<file path="src/rtl/pport_pkg.sv">
package pport_pkg;

    localparam int DATA_W = 8;
    localparam int DIR_W  = 3;

    // control/status field positions (software-visible layout)
    localparam int BIT_IBF  = 7;
    localparam int BIT_OBF  = 6;
    localparam int BIT_OVF  = 5;
    localparam int BIT_MODE = 4;
    localparam int BIT_RSVD = 3;

    localparam logic ADDR_DATA = 1'b0;
    localparam logic ADDR_CTRL = 1'b1;

    // indices into the synchroniser vector
    localparam int SIG_CS = 0;
    localparam int SIG_RD = 1;
    localparam int SIG_WR = 2;
    localparam int SIG_N  = 3;

    typedef struct packed {
        logic              ibf;
        logic              obf;
        logic              ovf;
        logic              mode;
        logic [DIR_W-1:0]  dir;
        logic [DATA_W-1:0] in_buf;
        logic [DATA_W-1:0] out_buf;
        logic [DATA_W-1:0] hold;
    } port_state_t;

endpackage

</file>
<file path="src/rtl/pport_sync.sv">
module pport_sync #(
    parameter int          W       = 3,
    parameter int          STAGES  = 2,
    parameter logic [W-1:0] IDLE   = '1
) (
    input  logic         clk,
    input  logic         rst_n,
    input  logic [W-1:0] async_i,
    output logic [W-1:0] sync_o,
    output logic [W-1:0] prev_o
);
    localparam int DEPTH = STAGES + 1;

    logic [W-1:0] chain_d [DEPTH];
    logic [W-1:0] chain_q [DEPTH];

    always_comb begin
        chain_d[0] = async_i;
        for (int i = 1; i < DEPTH; i++) begin
            chain_d[i] = chain_q[i-1];
        end
    end

    generate
        for (genvar g = 0; g < DEPTH; g++) begin : g_stage
            always_ff @(posedge clk or negedge rst_n) begin
                if (!rst_n) chain_q[g] <= IDLE;
                else        chain_q[g] <= chain_d[g];
            end
        end
    endgenerate

    assign sync_o = chain_q[STAGES-1];
    assign prev_o = chain_q[STAGES];

endmodule

</file>
<file path="src/rtl/pport_core.sv">
module pport_core
    import pport_pkg::*;
(
    input  logic              clk,
    input  logic              rst_n,
    input  logic              cs_lvl,
    input  logic              wr_lvl,
    input  logic              wr_rise,
    input  logic              rd_rise,
    input  logic [DATA_W-1:0] ext_din,
    input  logic              cpu_addr,
    input  logic              cpu_wr,
    input  logic              cpu_rd,
    input  logic [DATA_W-1:0] cpu_wdata,
    output port_state_t       st_o
);
    port_state_t st_d, st_q;

    logic rd_dat, wr_dat, wr_ctl, ext_wr_ev, ext_rd_ev;

    always_comb begin
        rd_dat    = cpu_rd && (cpu_addr == ADDR_DATA);
        wr_dat    = cpu_wr && (cpu_addr == ADDR_DATA);
        wr_ctl    = cpu_wr && (cpu_addr == ADDR_CTRL);
        ext_wr_ev = st_q.mode && wr_rise;
        ext_rd_ev = st_q.mode && rd_rise;

        st_d = st_q;

        // track master data while its write strobe is held inside the select
        if (st_q.mode && !cs_lvl && !wr_lvl) st_d.hold = ext_din;

        if (wr_dat) st_d.out_buf = cpu_wdata;

        if (wr_ctl) begin
            st_d.ovf  = cpu_wdata[BIT_OVF];
            st_d.mode = cpu_wdata[BIT_MODE];
            st_d.dir  = cpu_wdata[DIR_W-1:0];
        end

        if (st_q.mode) begin
            if (rd_dat)    st_d.ibf = 1'b0;
            if (ext_rd_ev) st_d.obf = 1'b0;
            if (wr_dat)    st_d.obf = 1'b1;   // a fresh word outranks a drain
            if (ext_wr_ev) begin
                if (st_q.ibf && !rd_dat) st_d.ovf = 1'b1;
                st_d.ibf    = 1'b1;           // arriving word outranks the clear
                st_d.in_buf = st_q.hold;
            end
        end
    end

    always_ff @(posedge clk or negedge rst_n) begin
        if (!rst_n) begin
            st_q         <= '0;
            st_q.dir     <= '1;
        end else begin
            st_q         <= st_d;
        end
    end

    assign st_o = st_q;

endmodule

</file>
<file path="src/rtl/pport_ctrl.sv">
module pport_ctrl
    import pport_pkg::*;
#(
    parameter int SYNC_STAGES = 2
) (
    input  logic              clk,
    input  logic              rst_n,
    input  logic              ext_cs_n,
    input  logic              ext_rd_n,
    input  logic              ext_wr_n,
    input  logic [DATA_W-1:0] ext_data_in,
    output logic [DATA_W-1:0] ext_data_out,
    output logic              ext_data_oe,
    input  logic              cpu_addr,
    input  logic              cpu_wr,
    input  logic              cpu_rd,
    input  logic [DATA_W-1:0] cpu_wdata,
    output logic [DATA_W-1:0] cpu_rdata,
    output logic [DIR_W-1:0]  pin_dir
);
    logic [SIG_N-1:0] raw, sync_v, prev_v;
    logic             wr_rise, rd_rise;
    port_state_t      st;
    logic             st_ibf, st_obf, st_ovf, st_mode;

    assign raw[SIG_CS] = ext_cs_n;
    assign raw[SIG_RD] = ext_rd_n;
    assign raw[SIG_WR] = ext_wr_n;

    pport_sync #(.W(SIG_N), .STAGES(SYNC_STAGES), .IDLE('1)) sync_i (
        .clk     (clk),
        .rst_n   (rst_n),
        .async_i (raw),
        .sync_o  (sync_v),
        .prev_o  (prev_v)
    );

    assign wr_rise = sync_v[SIG_WR] && !prev_v[SIG_WR] && !sync_v[SIG_CS];
    assign rd_rise = sync_v[SIG_RD] && !prev_v[SIG_RD] && !sync_v[SIG_CS];

    pport_core core_i (
        .clk       (clk),
        .rst_n     (rst_n),
        .cs_lvl    (sync_v[SIG_CS]),
        .wr_lvl    (sync_v[SIG_WR]),
        .wr_rise   (wr_rise),
        .rd_rise   (rd_rise),
        .ext_din   (ext_data_in),
        .cpu_addr  (cpu_addr),
        .cpu_wr    (cpu_wr),
        .cpu_rd    (cpu_rd),
        .cpu_wdata (cpu_wdata),
        .st_o      (st)
    );

    assign st_ibf  = st.ibf;
    assign st_obf  = st.obf;
    assign st_ovf  = st.ovf;
    assign st_mode = st.mode;

    always_comb begin
        if (cpu_addr == ADDR_DATA) begin
            cpu_rdata = st.in_buf;
        end else begin
            cpu_rdata                = '0;
            cpu_rdata[BIT_IBF]       = st.ibf;
            cpu_rdata[BIT_OBF]       = st.obf;
            cpu_rdata[BIT_OVF]       = st.ovf;
            cpu_rdata[BIT_MODE]      = st.mode;
            cpu_rdata[DIR_W-1:0]     = st.dir;
        end
    end

    assign ext_data_out = st.out_buf;
    assign ext_data_oe  = st.mode && !ext_cs_n && !ext_rd_n;
    assign pin_dir      = st.dir;

endmodule

</file>
<file path="config.mk">
export PLATFORM = sky130hd
export DESIGN_NAME = pport_ctrl
export DESIGN_NICKNAME = d
export VERILOG_FILES = /design/src/rtl/pport_pkg.sv /design/src/rtl/pport_sync.sv /design/src/rtl/pport_core.sv /design/src/rtl/pport_ctrl.sv
export SDC_FILE = /design/constraint.sdc
export NUM_CORES = 1
export LEC_CHECK = 0
export BUFFER_PORTS_ARGS = -buffer_cell sky130_fd_sc_hd__buf_4
export CAP_MARGIN = 20
export CORE_ASPECT_RATIO = 1.75
export CORE_MARGIN = 2
export CORE_UTILIZATION = 41
export DETAILED_ROUTE_END_ITERATION = 16
export GPL_TIMING_DRIVEN = 0
export PLACE_DENSITY = 0.8
export SLEW_MARGIN = 0
export SYNTH_ARGS = -nofsm -noshare
export SYNTH_HDL_FRONTEND = slang
export SYNTH_SLANG_ARGS = --single-unit
export TNS_END_PERCENT = 10
</file>
<file path="constraint.sdc">
create_clock -name clk -period 1.6 [get_ports clk]
set_input_delay 0.16 -clock clk [delete_from_list [all_inputs] [get_ports clk]]
set_output_delay 0.16 -clock clk [all_outputs]
set_load 0.02 [all_outputs]
</file>
==> impl_metrics.py <==
metrics = {
    "status": {
        "outcome": "completed",
    },
    "power": {
        "ir_worst_vdd_uv": 924,
        "swShare_pct": 26.5,
        "clockPowerShare_pct": 24.6,
        "leakage_nw": 0.991,
        "combPwrFrac_pct": 27.7,
        "p_seq_share_pct": 47.8,
        "p_int_mw": 2.09,
        "total_power_mw": 2.85,
        "p_per_area_nw_per_um2": 1330,
        "p_sw_mw": 0.756,
    },
    "yosys": {
        "ys_seq_area_share_pct": 61.9,
        "yosys-top-cells-count": "mux2_2 (35), dfrtp_1 (28), buf_4 (12), dfstp_2 (11)",
        "ys_ff_latch": 39,
        "yosys.area.top_type": "dfrtp_1",
        "netlist_top_cells_area": "dfrtp_1 (44%), mux2_2 (25%), dfstp_2 (18%)",
        "synth_nets": 127,
        "ys_warn_count": 0,
        "yosysMostFrequentCell": "mux2_2",
        "muxShareOfSynthArea_pct": 24.7,
        "synthAdderAreaFrac_pct": 0,
        "synth_top_family_by_area": "multiplexers",
        "synth_simple_gate_area_share_pct": 5.32,
        "synth_edf_count": 0,
        "syn-instance-count": 103,
        "synth_cell_types": 17,
        "async_flop_share_pct": 100,
        "avgSynthCellArea_um2": 15.5,
        "ys_dominant_reg_cell": "dfrtp_1",
        "synth_area_um2": 1600,
        "synth-xor-area-share_pct": 0,
        "synth_compound_area_share_pct": 1.57,
        "yosysTopAreaCellShare_pct": 43.9,
    },
    "critical_path": {
        "slowest_delay_ns": 0.46,
        "worst_setup_path_start_kind": "flip-flop",
        "cp.arrival_ns": 1.64,
        "r2r_start": "core_i.st_o[27]",
        "critPathMaxFanout": 9,
        "crit_slowest_cell": "dfrtp_2",
        "reg2reg_depth": 3,
        "critical_path.top_delay_family": "flip-flops",
        "r2r_end": "core_i.st_o[23]",
        "cp-end-kind": "flip-flop",
        "critPathBufInv": 1,
        "required_ns": 1.77,
        "crit_type": "reg2reg",
        "path_cells": "nor4bb_4 -> buf_2 -> mux2_2",
        "r2r_slack_ns": 0.13,
    },
    "hold_path": {
        "hold_end": "core_i.st_o[3]",
        "min_from": "ext_data_in[3]",
        "hp-class": "in2reg",
        "hold_path_depth": 2,
    },
    "floorplan": {
        "rows": 30,
        "fp.dieH_um": 86.6,
        "initial_core_util_pct": 42.1,
        "die_area_um2": 4430,
        "core_area_um2": 3790,
        "die_x_um": 51.2,
        "io_pins": 44,
    },
    "clock_network": {
        "cts_tree": "yes",
        "cts_root_buf": "clkbuf_8",
        "clkTransAtPathRegs_ns": 0.07,
        "htree_levels": 2,
        "cts_buffers": 5,
        "clk_latency_ns": 0.28,
        "cts_setup_buffers": 0,
        "clockBufferDepth": 2,
        "clock-sinks": 39,
    },
    "timing": {
        "rsz0062_at_grt": "no",
        "relSlewSlack_pct": 67.9,
        "slew_violations": 0,
        "fin_crit_ns": 1.47,
        "worstMarginPinSlew_ns": 0.481,
        "hold_violations": 0,
        "setup_tns_ns": 0,
        "timing.hold.ws_ns": 0.104,
        "fmax_ghz": 0.681,
        "fin_worst_skew_ns": 0.00440,
        "setup_viol": 0,
        "finalCritPeriodShare_pct": 91.8,
    },
    "placed_design": {
        "dp_hpwl_mm": 2.11,
        "gp_congestion": 0.793,
        "port_buffers": 43,
    },
    "layout": {
        "postLayoutCoreUtil_pct": 56.5,
        "diodes": 0,
        "final_nets": 182,
        "fill_cells": 331,
        "layout-drive-gt1-share_pct": 71.7,
        "area_growth_pct": 34.1,
    },
    "routing": {
        "routed_via_density": 4.69,
        "drt-total-wl_mm": 2.84,
        "wl_per_cell_um": 13.7,
        "drtIter0Drc": 1,
        "drtPass1Iterations": 2,
        "antenna_left": 0,
        "num_vias": 971,
        "drc_errors": 0,
    },
    "flow_run": {
        "max_cap_violations": 0,
    },
    "global_route": {
        "overflow": 0,
        "globalRouteTotalUtil_pct": 14.4,
        "grt_max_degree": 40,
        "antenna_found_initial": 0,
        "grt_pass1_vias": 1018,
        "grt_pass1_wl_mm": 4.63,
    },
}
registers in the layout (all words and copies together), names as in the netlist:
| signal | cells |
|---|---|
| core_i.st_o | 31 |
| sync_i.chain_d | 3 |
| sync_i.prev_o | 2 |
| sync_i.sync_o | 3 |
placed cells by master, fill, tap and decap left out:
master / count
nand4bb_1: 1
nor3b_1: 1
nor4bb_4: 1
mux2_2: 35
a21o_1: 1
nor3b_4: 1
a22o_1: 1
inv_1: 1
clkbuf_8: 7
dfstp_2: 11
buf_2: 3
dfrtp_2: 1
clkbuf_1: 1
dfrtp_1: 27
buf_4: 55
o2111ai_1: 1
nand3_1: 2
nor2b_1: 2
nand3b_1: 1
nand2_1: 2
dlygate4sd3_1: 4
what timing repair did:
item,CTS,global route
setup endpoints to repair,0,8
hold buffers,4,0
resized for setup,0,4
hold endpoints to repair,31,0
layer usage:
layer	GRT usage (%)	routed length, µm	up-vias
li1	-	-	460
met1	15.9	1090	482
met2	24.7	1550	22
met3	4.14	131	7
met4	7.37	65	0
met5	0	0	-
logic make-up after synthesis:
logic type / Yosys count
AND/OR/NAND/NOR: 11
buffers and inverters: 15
multiplexers: 35
flip-flops: 39
AO/OA/AOI/OAI: 3
per-stage QoR:
step	area [µm²]	setup WS, ns	instances
3_3_place_gp	1980	0.0719	194
3_5_place_dp	1980	0.0668	194
6_report	2140	0.131	207
5_1_grt	2140	0.0603	207
2_1_floorplan	1600	0.154	103
4_1_cts	2120	0.0479	206
how the worst max path moves through the flow:
stage	startpoint	endpoint	slack, ns	depth (start not counted)
6_report	core_i.st_o[27]	core_i.st_o[23]	0.13	3
5_1_grt	core_i.st_o[27]	core_i.st_o[17]	0.06	3
4_1_cts	sync_i.sync_o[2]	core_i.st_o[20]	0.05	3
3_5_place_dp	sync_i.sync_o[2]	core_i.st_o[23]	0.07	3
3_3_place_gp	sync_i.sync_o[2]	core_i.st_o[19]	0.07	3
2_1_floorplan	sync_i.sync_o[2]	core_i.st_o[16]	0.15	3
layout make-up:
| class | instances | area [µm²] | share of cell area, % |
|---|---|---|---|
| Sequential cell | 39 | 991 | 46.3 |
| Buffer | 14 | 100 | 4.67 |
| Multi-Input combinational cell | 49 | 519 | 24.2 |
| Clock buffer | 8 | 100 | 4.67 |
| Timing Repair Buffer | 48 | 368 | 17.2 |
| Inverter | 1 | 3.75 | 0.175 |
| Tap cell | 48 | 60.1 | 2.80 |
power groups by stage:
stage | Clock (mW) | Combinational (mW) | Sequential (mW)
global route | 0.767 | 0.851 | 1.40
floorplan | 0 | 0.521 | 1.33
finish | 0.700 | 0.789 | 1.36
CTS | 0.722 | 0.797 | 1.36
detailed placement | 0 | 0.787 | 1.38
global placement | 0 | 0.770 | 1.36
(Power assumes the default switching activity.)
